**config.mk**
```make
export PLATFORM = sky130hd
export DESIGN_NAME = async_serial_chan
export DESIGN_NICKNAME = d
export VERILOG_FILES = /design/src/rtl/serial_chan_pkg.sv /design/src/rtl/serial_chan_sync.sv /design/src/rtl/serial_chan_baud.sv /design/src/rtl/serial_chan_tx.sv /design/src/rtl/serial_chan_rx.sv /design/src/rtl/async_serial_chan.sv
export SDC_FILE = /design/constraint.sdc
export NUM_CORES = 1
export LEC_CHECK = 0
export BUFFER_PORTS_ARGS = -buffer_cell sky130_fd_sc_hd__buf_2
export CAP_MARGIN = 30
export CELL_PAD_IN_SITES_DETAIL_PLACEMENT = 1
export CELL_PAD_IN_SITES_GLOBAL_PLACEMENT = 1
export CORE_ASPECT_RATIO = 2
export CORE_UTILIZATION = 45
export DETAILED_ROUTE_END_ITERATION = 7
export GPL_ROUTABILITY_DRIVEN = 0
export HOLD_SLACK_MARGIN = 0.08
export PLACE_DENSITY_LB_ADDON = 0.08
export RECOVER_POWER = 100
export SLEW_MARGIN = 0
export SYNTH_ARGS = -nofsm -noshare
export SYNTH_HDL_FRONTEND = slang
export SYNTH_SLANG_ARGS = --single-unit
```
**constraint.sdc**
```tcl
create_clock -name clk -period 6.5 [get_ports clk]
set_input_delay 0.975 -clock clk [delete_from_list [all_inputs] [get_ports clk]]
set_output_delay 0.975 -clock clk [all_outputs]
set_load 0.01 [all_outputs]
```
**src/rtl/serial_chan_pkg.sv**
```systemverilog
package serial_chan_pkg;

   localparam int FRAME_MAX = 12;

   typedef struct packed {
      logic rts_on;
      logic mp_bit;
      logic mp_en;
      logic par_odd;
      logic par_en;
      logic stop2;
      logic len8;
   } frame_cfg_t;

   typedef enum logic [2:0] {RX_IDLE, RX_START, RX_DATA, RX_EXTRA, RX_STOP} rx_state_t;

   function automatic logic [3:0] data_len(frame_cfg_t c);
      return c.len8 ? 4'd8 : 4'd7;
   endfunction

   function automatic logic has_extra(frame_cfg_t c);
      return c.mp_en | c.par_en;
   endfunction

   function automatic logic parity_of(frame_cfg_t c, logic [7:0] d);
      logic [7:0] m;
      m = c.len8 ? d : {1'b0, d[6:0]};
      return (^m) ^ c.par_odd;
   endfunction

   function automatic logic extra_bit(frame_cfg_t c, logic [7:0] d);
      return c.mp_en ? c.mp_bit : parity_of(c, d);
   endfunction

   function automatic logic [3:0] frame_len(frame_cfg_t c);
      return 4'd1 + data_len(c) + {3'b000, has_extra(c)} + (c.stop2 ? 4'd2 : 4'd1);
   endfunction

   function automatic logic [FRAME_MAX-1:0] build_frame(frame_cfg_t c, logic [7:0] d);
      logic [FRAME_MAX-1:0] f;
      f    = '1;
      f[0] = 1'b0;
      for (int i = 0; i < 8; i++)
         if (i < int'(data_len(c))) f[i+1] = d[i];
      if (has_extra(c)) f[int'(data_len(c)) + 1] = extra_bit(c, d);
      return f;
   endfunction

endpackage

```
**src/rtl/serial_chan_sync.sv**
```systemverilog
module serial_chan_sync #(
   parameter int W      = 1,
   parameter int STAGES = 2,
   parameter logic [W-1:0] RST_VAL = '1
) (
   input  logic         clk,
   input  logic         rst_n,
   input  logic [W-1:0] d,
   output logic [W-1:0] q
);
   generate
      if (STAGES == 0) begin : g_pass
         assign q = d;
      end else begin : g_chain
         logic [W-1:0] st [STAGES];
         always_ff @(posedge clk) begin
            if (!rst_n) begin
               for (int i = 0; i < STAGES; i++) st[i] <= RST_VAL;
            end else begin
               st[0] <= d;
               for (int i = 1; i < STAGES; i++) st[i] <= st[i-1];
            end
         end
         assign q = st[STAGES-1];
      end
   endgenerate
endmodule

```
**src/rtl/serial_chan_baud.sv**
```systemverilog
module serial_chan_baud #(
   parameter int DIV_W = 8
) (
   input  logic             clk,
   input  logic             rst_n,
   input  logic [DIV_W-1:0] div,
   output logic             tick
);
   logic [DIV_W-1:0] cnt;

   assign tick = (cnt >= div);

   always_ff @(posedge clk) begin
      if (!rst_n)    cnt <= '0;
      else if (tick) cnt <= '0;
      else           cnt <= cnt + 1'b1;
   end
endmodule

```
**src/rtl/serial_chan_tx.sv**
```systemverilog
module serial_chan_tx
   import serial_chan_pkg::*;
#(
   parameter int OVS = 16
) (
   input  logic       clk,
   input  logic       rst_n,
   input  logic       tick,
   input  frame_cfg_t cfg,
   input  logic       wr,
   input  logic [7:0] wdata,
   output logic       hold_empty,
   output logic       busy,
   output logic       txd
);
   localparam int PH_W = $clog2(OVS);

   logic [7:0]           hold;
   logic                 hold_full;
   logic [FRAME_MAX-1:0] sh;
   logic [3:0]           left;
   logic [PH_W-1:0]      ph;
   logic                 unused_rts;

   assign unused_rts = cfg.rts_on;
   assign hold_empty = !hold_full;
   assign txd        = busy ? sh[0] : 1'b1;

   always_ff @(posedge clk) begin
      if (!rst_n) begin
         hold      <= '0;
         hold_full <= 1'b0;
         sh        <= '1;
         left      <= '0;
         ph        <= '0;
         busy      <= 1'b0;
      end else begin
         if (wr && !hold_full) begin
            hold      <= wdata;
            hold_full <= 1'b1;
         end
         if (tick) begin
            if (!busy) begin
               if (hold_full) begin
                  sh        <= build_frame(cfg, hold);
                  left      <= frame_len(cfg);
                  ph        <= '0;
                  busy      <= 1'b1;
                  hold_full <= 1'b0;
               end
            end else if (ph == PH_W'(OVS-1)) begin
               ph   <= '0;
               sh   <= {1'b1, sh[FRAME_MAX-1:1]};
               left <= left - 4'd1;
               if (left == 4'd1) busy <= 1'b0;
            end else begin
               ph <= ph + 1'b1;
            end
         end
      end
   end
endmodule

```
**src/rtl/serial_chan_rx.sv**
```systemverilog
module serial_chan_rx
   import serial_chan_pkg::*;
#(
   parameter int OVS = 16
) (
   input  logic       clk,
   input  logic       rst_n,
   input  logic       tick,
   input  logic       en,
   input  logic       rxd,
   input  frame_cfg_t cfg,
   output logic       done,
   output logic [7:0] data,
   output logic       ninth,
   output logic       perr,
   output logic       ferr
);
   localparam int PH_W = $clog2(OVS);

   rx_state_t       st;
   logic [7:0]      sh;
   logic [3:0]      cnt;
   logic [PH_W-1:0] ph;
   logic            xbit;
   logic [1:0]      unused_cfg;

   assign unused_cfg = {cfg.rts_on, cfg.mp_bit};

   always_ff @(posedge clk) begin
      if (!rst_n) begin
         st    <= RX_IDLE;
         sh    <= '0;
         cnt   <= '0;
         ph    <= '0;
         xbit  <= 1'b0;
         done  <= 1'b0;
         data  <= '0;
         ninth <= 1'b0;
         perr  <= 1'b0;
         ferr  <= 1'b0;
      end else begin
         done <= 1'b0;
         if (!en) begin
            st <= RX_IDLE;
         end else if (tick) begin
            case (st)
               RX_IDLE: if (!rxd) begin
                  st <= RX_START;
                  ph <= '0;
               end
               RX_START: if (ph == PH_W'(OVS/2-1)) begin
                  if (!rxd) begin
                     st   <= RX_DATA;
                     ph   <= '0;
                     cnt  <= '0;
                     sh   <= '0;
                     xbit <= 1'b0;
                  end else begin
                     st <= RX_IDLE;
                  end
               end else ph <= ph + 1'b1;
               RX_DATA: if (ph == PH_W'(OVS-1)) begin
                  ph           <= '0;
                  sh[cnt[2:0]] <= rxd;
                  cnt          <= cnt + 4'd1;
                  if (cnt == data_len(cfg) - 4'd1)
                     st <= has_extra(cfg) ? RX_EXTRA : RX_STOP;
               end else ph <= ph + 1'b1;
               RX_EXTRA: if (ph == PH_W'(OVS-1)) begin
                  ph   <= '0;
                  xbit <= rxd;
                  st   <= RX_STOP;
               end else ph <= ph + 1'b1;
               RX_STOP: if (ph == PH_W'(OVS-1)) begin
                  ph    <= '0;
                  done  <= 1'b1;
                  data  <= sh;
                  ninth <= cfg.mp_en & xbit;
                  perr  <= cfg.par_en & !cfg.mp_en & (xbit != parity_of(cfg, sh));
                  ferr  <= !rxd;
                  st    <= RX_IDLE;
               end else ph <= ph + 1'b1;
               default: st <= RX_IDLE;
            endcase
         end
      end
   end
endmodule

```
**src/rtl/async_serial_chan.sv**
```systemverilog
module async_serial_chan
   import serial_chan_pkg::*;
#(
   parameter int DIV_W       = 8,
   parameter int OVS         = 16,
   parameter int SYNC_STAGES = 2
) (
   input  logic       clk,
   input  logic       rst_n,
   input  logic [1:0] addr,
   input  logic       wr_en,
   input  logic       rd_en,
   input  logic [7:0] wdata,
   output logic [7:0] rdata,
   output logic       irq,
   input  logic       rxd,
   output logic       txd,
   input  logic       dcd_n,
   input  logic       cts_n,
   output logic       rts_n
);
   generate
      if (DIV_W < 1 || DIV_W > 8) begin : g_bad_div
         $error("DIV_W must lie in 1..8");
      end
      if (OVS < 4 || (OVS & (OVS - 1)) != 0) begin : g_bad_ovs
         $error("OVS must be a power of two of at least 4");
      end
      if (SYNC_STAGES < 0 || SYNC_STAGES > 4) begin : g_bad_sync
         $error("SYNC_STAGES must lie in 0..4");
      end
   endgenerate

   frame_cfg_t       cfg;
   logic             rx_ie, tx_ie;
   logic [DIV_W-1:0] div;
   logic             rx_full, rx_ninth, perr_f, ferr_f, ovr_f;
   logic [7:0]       rx_data;
   logic [2:0]       s_q;
   logic             rxd_s, dcd_off, cts_off;
   logic             tick, hold_empty, tx_busy, tdre;
   logic             rx_done, rx_ninth_n, rx_perr, rx_ferr;
   logic [7:0]       rx_byte;
   logic             rd_data;
   logic [7:0]       status;

   serial_chan_sync #(.W(3), .STAGES(SYNC_STAGES), .RST_VAL(3'b111)) u_sync (
      .clk(clk), .rst_n(rst_n), .d({cts_n, dcd_n, rxd}), .q(s_q));

   assign rxd_s   = s_q[0];
   assign dcd_off = s_q[1];
   assign cts_off = s_q[2];

   serial_chan_baud #(.DIV_W(DIV_W)) u_baud (
      .clk(clk), .rst_n(rst_n), .div(div), .tick(tick));

   serial_chan_tx #(.OVS(OVS)) u_tx (
      .clk(clk), .rst_n(rst_n), .tick(tick), .cfg(cfg),
      .wr(wr_en && addr == 2'd0), .wdata(wdata),
      .hold_empty(hold_empty), .busy(tx_busy), .txd(txd));

   serial_chan_rx #(.OVS(OVS)) u_rx (
      .clk(clk), .rst_n(rst_n), .tick(tick), .en(!dcd_off), .rxd(rxd_s), .cfg(cfg),
      .done(rx_done), .data(rx_byte), .ninth(rx_ninth_n), .perr(rx_perr), .ferr(rx_ferr));

   assign rd_data = rd_en && addr == 2'd0;
   assign tdre    = hold_empty & !cts_off;
   assign status  = {!cts_off, !dcd_off, rx_ninth, ovr_f, ferr_f, perr_f, tdre, rx_full};

   always_ff @(posedge clk) begin
      if (!rst_n) begin
         cfg      <= '0;
         rx_ie    <= 1'b0;
         tx_ie    <= 1'b0;
         div      <= '0;
         rx_full  <= 1'b0;
         rx_data  <= '0;
         rx_ninth <= 1'b0;
         perr_f   <= 1'b0;
         ferr_f   <= 1'b0;
         ovr_f    <= 1'b0;
      end else begin
         if (wr_en) begin
            case (addr)
               2'd1: cfg <= frame_cfg_t'(wdata[6:0]);
               2'd2: begin
                  rx_ie <= wdata[0];
                  tx_ie <= wdata[1];
                  if (wdata[7]) begin
                     perr_f <= 1'b0;
                     ferr_f <= 1'b0;
                     ovr_f  <= 1'b0;
                  end
               end
               2'd3: div <= wdata[DIV_W-1:0];
               default: ;
            endcase
         end
         if (rd_data) rx_full <= 1'b0;
         if (rx_done) begin
            if (rx_full && !rd_data) begin
               ovr_f <= 1'b1;
            end else begin
               rx_data  <= rx_byte;
               rx_ninth <= rx_ninth_n;
               rx_full  <= 1'b1;
            end
            if (rx_perr) perr_f <= 1'b1;
            if (rx_ferr) ferr_f <= 1'b1;
         end
      end
   end

   always_comb begin
      case (addr)
         2'd0:    rdata = rx_data;
         2'd1:    rdata = status;
         2'd2:    rdata = {1'b0, cfg};
         default: rdata = 8'(div);
      endcase
   end

   assign irq   = (rx_ie & (rx_full | perr_f | ferr_f | ovr_f)) | (tx_ie & tdre);
   assign rts_n = !cfg.rts_on;

endmodule

```
Word-level counts from Yosys, hierarchy flattened
Memories as Yosys holds them, arrays and structs flattened.
Cells that the tools add are included.
{"block": "word_totals", "wordCells": 253, "output_inout_bits": 11, "mem_bits_rw": 6, "reg_bits": 100, "mem_count": 1}
{"block": "op_classes", "bitwise": 20, "order_cmp": 13, "eq_ne": 21, "muxes": 119, "reduce_logical": 36, "n_addsub": 10}
{"memory": "u_sync.g_chain.st", "words": 2, "word_bits": 3, "read_ports": 2, "rd_ports_with_merged_regs": 0, "write_ports": 2, "line": "serial_chan_sync.sv:15", "source": "logic [W-1:0] st [STAGES];"}
{"operator": "$mux W1", "count": 76}
{"operator": "$mux W4", "count": 13}
{"operator": "$mux W12", "count": 4}
{"operator": "$mux W8", "count": 5}
{"operator": "$ge A32 B1 Y1 const B", "count": 1}
{"operator": "$lt A32 B6 Y1 const B", "count": 1}
{"operator": "$mux W3", "count": 9}
{"operator": "$pmux W8 S3", "count": 1}
{"operator": "$lt A3 B4 Y1 const A", "count": 4}
{"operator": "$pmux W8 S2", "count": 1}
{"operator": "$reduce_xor A8 Y1", "count": 2}
{"operator": "$pmux W3 S5", "count": 1}
{"operator": "$add A4 B1 Y4 const B", "count": 3}
{"operator": "$bwmux W12", "count": 1}
{"operator": "$pmux W4 S3", "count": 1}
{"operator": "$reduce_and A6 Y1", "count": 2}
{"operator": "$ne A2 B1 Y1 const B", "count": 5}
{"operator": "$reduce_and A2 Y1", "count": 5}
{"operator": "$add A8 B1 Y8 const B", "count": 1}
{"operator": "$bwmux W8", "count": 1}
{"operator": "$eq A4 B4 Y1 const B", "count": 2}
{"operator": "$ge A8 B8 Y1", "count": 1}
{"operator": "$lt A1 B4 Y1 const A", "count": 2}
{"operator": "$lt A2 B4 Y1 const A", "count": 2}
{"operator": "38 further kinds", "count": 75}

Longest topological paths before layout
Gate-level depths: netlist of run 1.
{"block": "logic_depth", "depth_word": 11, "depth_mapped": 11, "depth_no_buf": 9}

Hierarchy
From an unflattened synthesis of run 1, not the netlist that was laid out.
{"block": "hier_totals", "cells_unflattened": 581, "hier_area_um2": 5310.1}
{"module": "serial_chan_rx", "n_inst": 1, "seq_area_each_um2": 640.6, "cells_each": 198, "area_each_um2": 1645.3}
{"module": "serial_chan_tx", "n_inst": 1, "seq_area_each_um2": 560.5, "cells_each": 181, "area_each_um2": 1540.2}
{"module": "async_serial_chan", "n_inst": 1, "seq_area_each_um2": 600.6, "cells_each": 129, "area_each_um2": 1418.9}
{"module": "serial_chan_baud", "n_inst": 1, "seq_area_each_um2": 160.2, "cells_each": 58, "area_each_um2": 525.5}
{"module": "serial_chan_sync", "n_inst": 1, "seq_area_each_um2": 120.1, "cells_each": 15, "area_each_um2": 180.2}

Worst setup path after synthesis of run 1
No wires, ideal clock.
{"block": "synth_path", "path_type": "in2out", "from": "in addr[1]", "to": "out rdata[5]", "arrival_ns": 2.078, "cell_stages": 3, "path_buffers": 2, "path_slack_ns": 3.447, "t_required_ns": 5.525, "path_cell_list": "clkbuf_1 > clkbuf_1 > mux4_2"}
{"block": "synth_between", "elab_chain_cells": 2, "elab_cells_between_ends": 4, "classes_between": "eq/ne: 2; mux: 1; reduce/logical: 1"}
{"element": "from (decl)", "line": "async_serial_chan.sv:10", "source": "input logic [1:0] addr,"}
{"element": "$eq A2 B2 Y1 (tied with other cells)", "line": "async_serial_chan.sv:115", "source": "case (addr)"}
{"element": "$pmux W8 S3 (*)", "line": "async_serial_chan.sv:115"}
{"element": "to (decl)", "line": "async_serial_chan.sv:14", "source": "output logic [7:0] rdata,"}
Mark *: on every way between the ends. The rest lies on a longest branch, timed or not.

==> results.md, run 1 <==
* Status: complete, but fails checks
* Failing checks: capacitance limit, slew limit
* Number of remaining DRC errors at 0
* Starting DRT DRC Count at 151
* Port Buf Inserts at 27
* RR Startpoint: u_baud.cnt[0]
* Ys async rst share at 0%
* Top sig layer: met4
* Clk pin slew, worst setup/hold paths at 70 ps
* Area grow syn2layout at 9.28%
* CTS resizes at 0
* Die Span X at 79 um
* Setup_tns at 0 ps
* Endpoints failing setup at 0
* Crit path max fanout at 50
* Post-CTS Setup Repair Bufs at 0
* Remaining antenna violation count at 0
* Number of global-route vias before repair at 4567
* Mapped Cells at 587
* Synthesized area per cell at 9.09 um2
* Worst-Skew Late Latency at 340 ps
* Kind of critical path: input port to flip-flop
* Worst Setup EP: u_rx.sh[0]
* H-tree depth at 3
* Yosys top cell area share at 39.0%
* NumNets Final at 633
* WL/cell at 19.9 um
* Mapped Area at 0.00534 mm2
* Total gr overflow at 0
* Final wirelength at 14.7 mm
* Syn_nets at 625
* Root buf cell: clkbuf_16
* Core Area at 0.0114 mm2
* Final Cycle Share at 58.3%
* RSZ-0062 raised after global routing: no
* I/O Pins at 28
* Startpoint type of the worst setup path: input port
* Synth unique cells at 65
* Sequential area share after synthesis at 39.0%
* Rel. slew slack at -28.6%
* YS warnings at 0
* 1st-pass router iterations at 4
* Worst endpoint required time at 6750 ps
* CP Launch Point: rst_n
* Worst r2r dst: u_tx.left[3]
* R2R depth at 9
* Initial core utilization at 46.7%
* Clock Tree Buf Depth at 2
* Final-layout fill cell count at 1353
* Clock Sinks at 104
* CTS tree: built
* Row cnt at 55
* Routed vias/inst at 5.83
* Pin count of the biggest net entering global routing at 51
* Worst-Margin Slew at 1930 ps
* Crit. End Element: flip-flop
* Final Util at 51.1%
* Maxcap violations at 1
* F_max at 264 MHz
* Gr usage total at 25.3%
* Antenna cells at 0
* Die Height at 156 um
* R2R setup slack at 3480 ps
* CTS Buf Count at 9
* Largest area contributor in the netlist: dfxtp_1
* Leak at 0.00224 uW
* Fraction of layout cells with a size suffix above 1 at 8.67%
* Ys flop type: dfxtp_1
* Worst EP arrival at 4040 ps
* Met3 Wirelength at 224 um
* Initial antenna violation count at 0
* Post-DP HPWL at 11.0 mm
* Synth area leaders: dfxtp_1, mux2i_1, nor2b_1
* Hold Vio Cnt, Final at 0
* Via count at 4329
* Cts hold-fix bufs at 0
* PD cells at 242 mW/mm2
* Post-synth EDFFs at 0
* Total power at 1410 uW
* Seq cells post-synth at 104
* Slew Viols, Final at 47
* DRT met1 WL at 5.73 mm
* IR drop worst, VDD at 0.000156 V
* Fin crit period at 3790 ps
* First-pass GRT wire length at 23.8 mm
* DIE AREA at 0.0123 mm2
* Final setup skew at 5.87 ps
* Metal2 WL at 8.39 mm
* Tightest Hold Check Type: flip-flop to flip-flop
[worst min path at each step]
stage	slack (ps)	startpoint	cells after the start	end
6_report	420	u_sync.g_chain.st[0][1]	1	u_sync.g_chain.st[0][4]
5_1_grt	440	u_sync.g_chain.st[0][0]	1	u_sync.g_chain.st[0][3]
4_1_cts	420	u_sync.g_chain.st[0][1]	1	u_sync.g_chain.st[0][4]
3_5_place_dp	410	u_sync.g_chain.st[0][1]	1	u_sync.g_chain.st[0][4]
3_3_place_gp	400	u_sync.g_chain.st[0][1]	1	u_sync.g_chain.st[0][4]
2_1_floorplan	390	u_sync.g_chain.st[0][0]	1	u_sync.g_chain.st[0][3]
[power breakdown]
part / leakage [uW] / internal [uW] / switching, uW
Sequential: 0.000842 / 650 / 13.5
Clock: 0.000167 / 378 / 248
Combinational: 0.00123 / 45.3 / 74.4
Total: 0.00224 / 1070 / 336
[cells in the final DEF (no fill, tap or decap), drive strengths merged, types with 6 or more instances in the layout]
master	synthesis	routed
nand4	7	7
inv	25	26
a21oi	8	8
dfxtp	104	104
buf	16	18
nor2b	42	42
nor2	31	31
nand3	23	23
nand2	66	66
and3	6	6
o211ai	11	11
nor3	10	10
mux4	7	7
xor2	9	9
xnor2	17	17
a21boi	22	22
mux2i	42	42
nand2b	11	11
o21ai	32	32
ha	20	20
clkbuf	17	21
[per-layer routing]
metal | vias up | track usage, %
met1 | 2180 | 26.9
met3 | 21 | 2.81
met4 | 0 | 10.4
li1 | 2068 | -
met2 | 60 | 48.6
met5 | - | 0
[worst max-delay path: stages]
cell      delay (ps)
clkbuf_1        1350
buf_4            590
nand2_1          180
nor3_1           380
nand4b_1         270
o31ai_1          280
[cell usage after synthesis, types with 3 or more instances]
| master | number |
|---|---|
| buf_2 | 10 |
| nor2b_1 | 42 |
| and3_1 | 5 |
| nand2_1 | 65 |
| a21boi_0 | 14 |
| dfxtp_1 | 104 |
| or4_1 | 4 |
| a31oi_1 | 4 |
| ha_1 | 20 |
| o31ai_1 | 4 |
| clkbuf_1 | 17 |
| nor2_1 | 31 |
| nand3_1 | 21 |
| mux2i_1 | 42 |
| o21ai_1 | 5 |
| inv_1 | 25 |
| xnor2_1 | 17 |
| xor2_1 | 9 |
| a22oi_1 | 4 |
| nand3b_1 | 3 |
| or3_1 | 3 |
| o21ai_0 | 27 |
| nor3_1 | 8 |
| a21oi_1 | 8 |
| nand4_1 | 7 |
| nand4b_1 | 3 |
| mux4_2 | 7 |
| o21a_1 | 3 |
| o22ai_1 | 4 |
| a21boi_1 | 8 |
| nand2b_1 | 11 |
| o211ai_1 | 11 |
[state kept, by name, indices dropped and copies added, names as in the netlist, 6 cells and up]
name and count:
rx_data 8, u_sync.g_chain.st 6, u_tx.sh 10, u_baud.cnt 8
div 8, cfg 7, u_rx.sh 8, u_rx.data 8
u_tx.hold 8
[final cells by class]
type                    count  area [um2]  share of cell area, %
clock buffers               9         225                   3.86
clock inverters             7         119                   2.04
inverters                  25        93.8                   1.61
multi-input cells         425        2990                   51.3
flip-flops and latches    104        2080                   35.7
well taps                 142         178                   3.05
repair buffers             30         144                   2.47
[stage by stage]
step	std cells	hold slack [ps]	setup WS (ps)	cell area [um2]
floorplan	587	386	3450	5340
global placement	725	397	3290	5510
detailed placement	726	407	3170	5520
CTS	742	424	3420	5860
global route	742	444	2460	5830
finish	742	417	2710	5830
[logic make-up (layout without fill, tap and decap cells)]
logic type	after synthesis	after routing	share of synthesized area (%)
xor gates and xnor gates	27	27	4.69
buffers and inverters	58	71	4.74
and+or+nand+nor	215	215	21.0
DFF	104	104	39.0
AOI/OAI and AO/OA	112	112	14.4
adders and majority gates	21	21	5.06
muxes	50	50	11.0
(Power assumes the default switching activity.)
==> run 2: changes to the inputs <==
--- a/config.mk
+++ b/config.mk
@@ -5,12 +5,13 @@
 export SDC_FILE = /design/constraint.sdc
 export NUM_CORES = 1
 export LEC_CHECK = 0
+export ABC_AREA = 1
 export BUFFER_PORTS_ARGS = -buffer_cell sky130_fd_sc_hd__buf_2
 export CAP_MARGIN = 30
 export CELL_PAD_IN_SITES_DETAIL_PLACEMENT = 1
 export CELL_PAD_IN_SITES_GLOBAL_PLACEMENT = 1
 export CORE_ASPECT_RATIO = 2
-export CORE_UTILIZATION = 45
+export CORE_UTILIZATION = 40
 export DETAILED_ROUTE_END_ITERATION = 7
 export GPL_ROUTABILITY_DRIVEN = 0
 export HOLD_SLACK_MARGIN = 0.08
==> constraint.sdc (replaced) <==
create_clock -name clk -period 3.3 [get_ports clk]
set_input_delay 0.495 -clock clk [delete_from_list [all_inputs] [get_ports clk]]
set_output_delay 0.495 -clock clk [all_outputs]
set_load 0.01 [all_outputs]
==> run 2 against run 1 <==
The run now ends clean. Critical path depth up 6. Sequential power increased by 99%. Hold slack lost 89 ps. Combinational power grew to 2.7 times the previous value. Design area is 0.54% lower. Synthesized area shrank 0.26%. Clock skew increased by 4.7 ps. Sequential share of layout area is 0.19 points higher. Power increased by 98%. Die area up 12%. Synthesized cell count grew 27%. Utilization decreased by 6.4 points. Critical endpoint is now u_rx.ninth. Largest cell class unchanged.
==> results.md, run 2 <==
* Hold endpoint: u_sync.g_chain.st[0][0]
* Die Height at 165 um
* Worst endpoint required time at 3580 ps
* WHS Path Cells at 2
* Clock Sinks at 104
* PD cells at 480 mW/mm2
* Core Area at 0.0130 mm2
* Worst r2r dst: u_rx.ninth
* YS warnings at 0
* Initial core utilization at 41.0%
* Crit path max fanout at 17
* R2R setup slack at 710 ps
* Most frequent cells after synthesis: nand2_1, dfxtp_1, a21oi_1, inv_1, nor2_1
* F_max at 386 MHz
* H-tree depth at 3
* Fraction of layout cells with a size suffix above 1 at 7.32%
* Clock Tree Buf Depth at 2
* WL/cell at 17.8 um
* Total gr overflow at 0
* Sequential area share after synthesis at 39.1%
* Initial antenna violation count at 0
* R2R depth at 12
* Final Cycle Share at 78.4%
* Most common cell in the netlist: nand2_1
* Largest area contributor in the netlist: dfxtp_1
* Row cnt at 59
* CTS tree: built
* Clk pin slew, worst setup/hold paths at 80 ps
* Synthesized area per cell at 7.13 um2
* Yosys top cell area share at 39.1%
* Synth unique cells at 43
* Post-synth EDFFs at 0
* Ys async rst share at 0%
* First-pass GRT wire length at 26.1 mm
* Port Buf Inserts at 27
* Number of global-route vias before repair at 5207
* Remaining antenna violation count at 0
* Worst-Margin Slew at 1200 ps
* Root buf cell: clkbuf_16
* Maxcap violations at 0
* Starting DRT DRC Count at 186
* Leak at 0.00242 uW
* Final Util at 44.6%
* I/O Pins at 28
* Status: complete, no violations
* Cts hold-fix bufs at 0
* Final wirelength at 16.4 mm
* Die Span X at 83.6 um
* Hold Vio Cnt, Final at 0
* RSZ-0062 raised after global routing: no
* DIE AREA at 0.0138 mm2
* CTS resizes at 0
* Number of remaining DRC errors at 0
* Pin count of the biggest net entering global routing at 53
* Mapped Cells at 746
* Setup_tns at 0 ps
* IR drop worst, VDD at 0.000368 V
* Mapped Area at 0.00532 mm2
* Biggest register: u_tx.sh
* Hold Startpoint: rxd
* Gr usage total at 24.3%
* Tightest Hold Check Type: input port to flip-flop
* Max FFs per register at 10
* Syn_nets at 784
* NumNets Final at 798
* Most common cell after layout, fill and taps aside: nand2_1
* Slew Viols, Final at 0
* Final setup skew at 10.6 ps
* Post-CTS Setup Repair Bufs at 0
* Synth area leaders: dfxtp_1, nand2_1, a21oi_1
* Area grow syn2layout at 8.98%
* RR Startpoint: div[3]
* CP Launch Point: div[3]
* Worst-Skew Late Latency at 350 ps
* Crit. End Element: flip-flop
* Routed vias/inst at 5.46
* Via count at 5011
* Antenna cells at 0
* Kind of critical path: flip-flop to flip-flop
* CTS Buf Count at 9
* Rel. slew slack at 20.2%
* Highest-count cells in the layout ignoring fill and taps: nand2_1, dfxtp_1, inv_1, a21oi_1, nor2_1
* 1st-pass router iterations at 4
* Post-DP HPWL at 12.7 mm
* Worst EP arrival at 2870 ps
* Startpoint type of the worst setup path: flip-flop
* Ys flop type: dfxtp_1
* Seq cells post-synth at 104
* Fin crit period at 2590 ps
* Endpoints failing setup at 0
-- run 2: changes by cell type after synthesis, sizes merged, moves of 7 or more --
cell    previous run  this run
a21boi            22         0
a21oi              8        76
inv               25        81
mux2i             42         0
mux4               7         0
nand2             66       180
nand2b            11         0
nand3             23        44
nand4              7        16
nor2              31        69
nor2b             42         0
o21ai             32        63
or2                1        10
xnor2             17         6
-- run 2: report_power, final --
part	total [uW]	internal [uW]	switching [uW]
combinational	324	98.6	225
clock	1130	606	529
sequential	1320	1290	32.3
total	2780	2000	786
-- run 2: worst max-delay path by stage --
stage                        end  slack, ps  depth (start not counted)
finish                u_rx.ninth        710                         12
global route          u_rx.ninth        400                         12
CTS                     rdata[0]        880                          8
detailed placement      rdata[0]        880                          8
global placement        rdata[6]        920                          8
floorplan           u_tx.left[2]       1370                          9
-- run 2: metrics by stage --
step | hold WS, ps | instance area (um2) | worst slack, ps | power, uW | instances
2_1_floorplan | 393 | 5320 | 1370 | 1570 | 746
3_3_place_gp | 394 | 5540 | 917 | 1670 | 901
3_5_place_dp | 400 | 5540 | 885 | 1690 | 901
4_1_cts | 325 | 5850 | 876 | 2810 | 917
5_1_grt | 323 | 5800 | 397 | 2900 | 917
6_report | 328 | 5800 | 712 | 2780 | 917
-- run 2: metal layers --
layer  up-vias  track usage, %  wire, um
li1       2486               -         -
met1      2406            23.3      5970
met2        75            49.4      9240
met3        44            2.68       324
met4         0            12.9       823
met5         -               0         0
-- run 2: cells by family (layout without fill, tap and decap cells) --
logic type	Yosys count	in the layout	share of synthesized area, %
and+or+nand+nor	331	331	28.3
adders and majority gates	21	21	5.08
DFF	104	104	39.1
buffers and inverters	110	129	8.25
AOI/OAI and AO/OA	165	165	16.8
xor gates and xnor gates	15	15	2.47
-- run 2: worst max-delay path, cell delays in order, from the launching register on --
cell and delay (ps):
dfxtp_1 310, inv_1 70, ha_1 300, nand2_1 60, o21ai_0 180, nand2_1 120, nand3_4 210, nand2_1 80
inv_1 200, nand2_1 310, inv_1 370, nand2_1 120, o21ai_0 160
-- run 2: area by class of cell --
type / count / area (um2)
Sequential cell: 104 / 2080
Multi-Input combinational cell: 532 / 2770
Fill cell: 1687 / 7190
Tap cell: 152 / 190
Inverter: 83 / 312
Timing Repair Buffer: 30 / 133
Clock buffer: 9 / 225
Clock inverter: 7 / 85.1
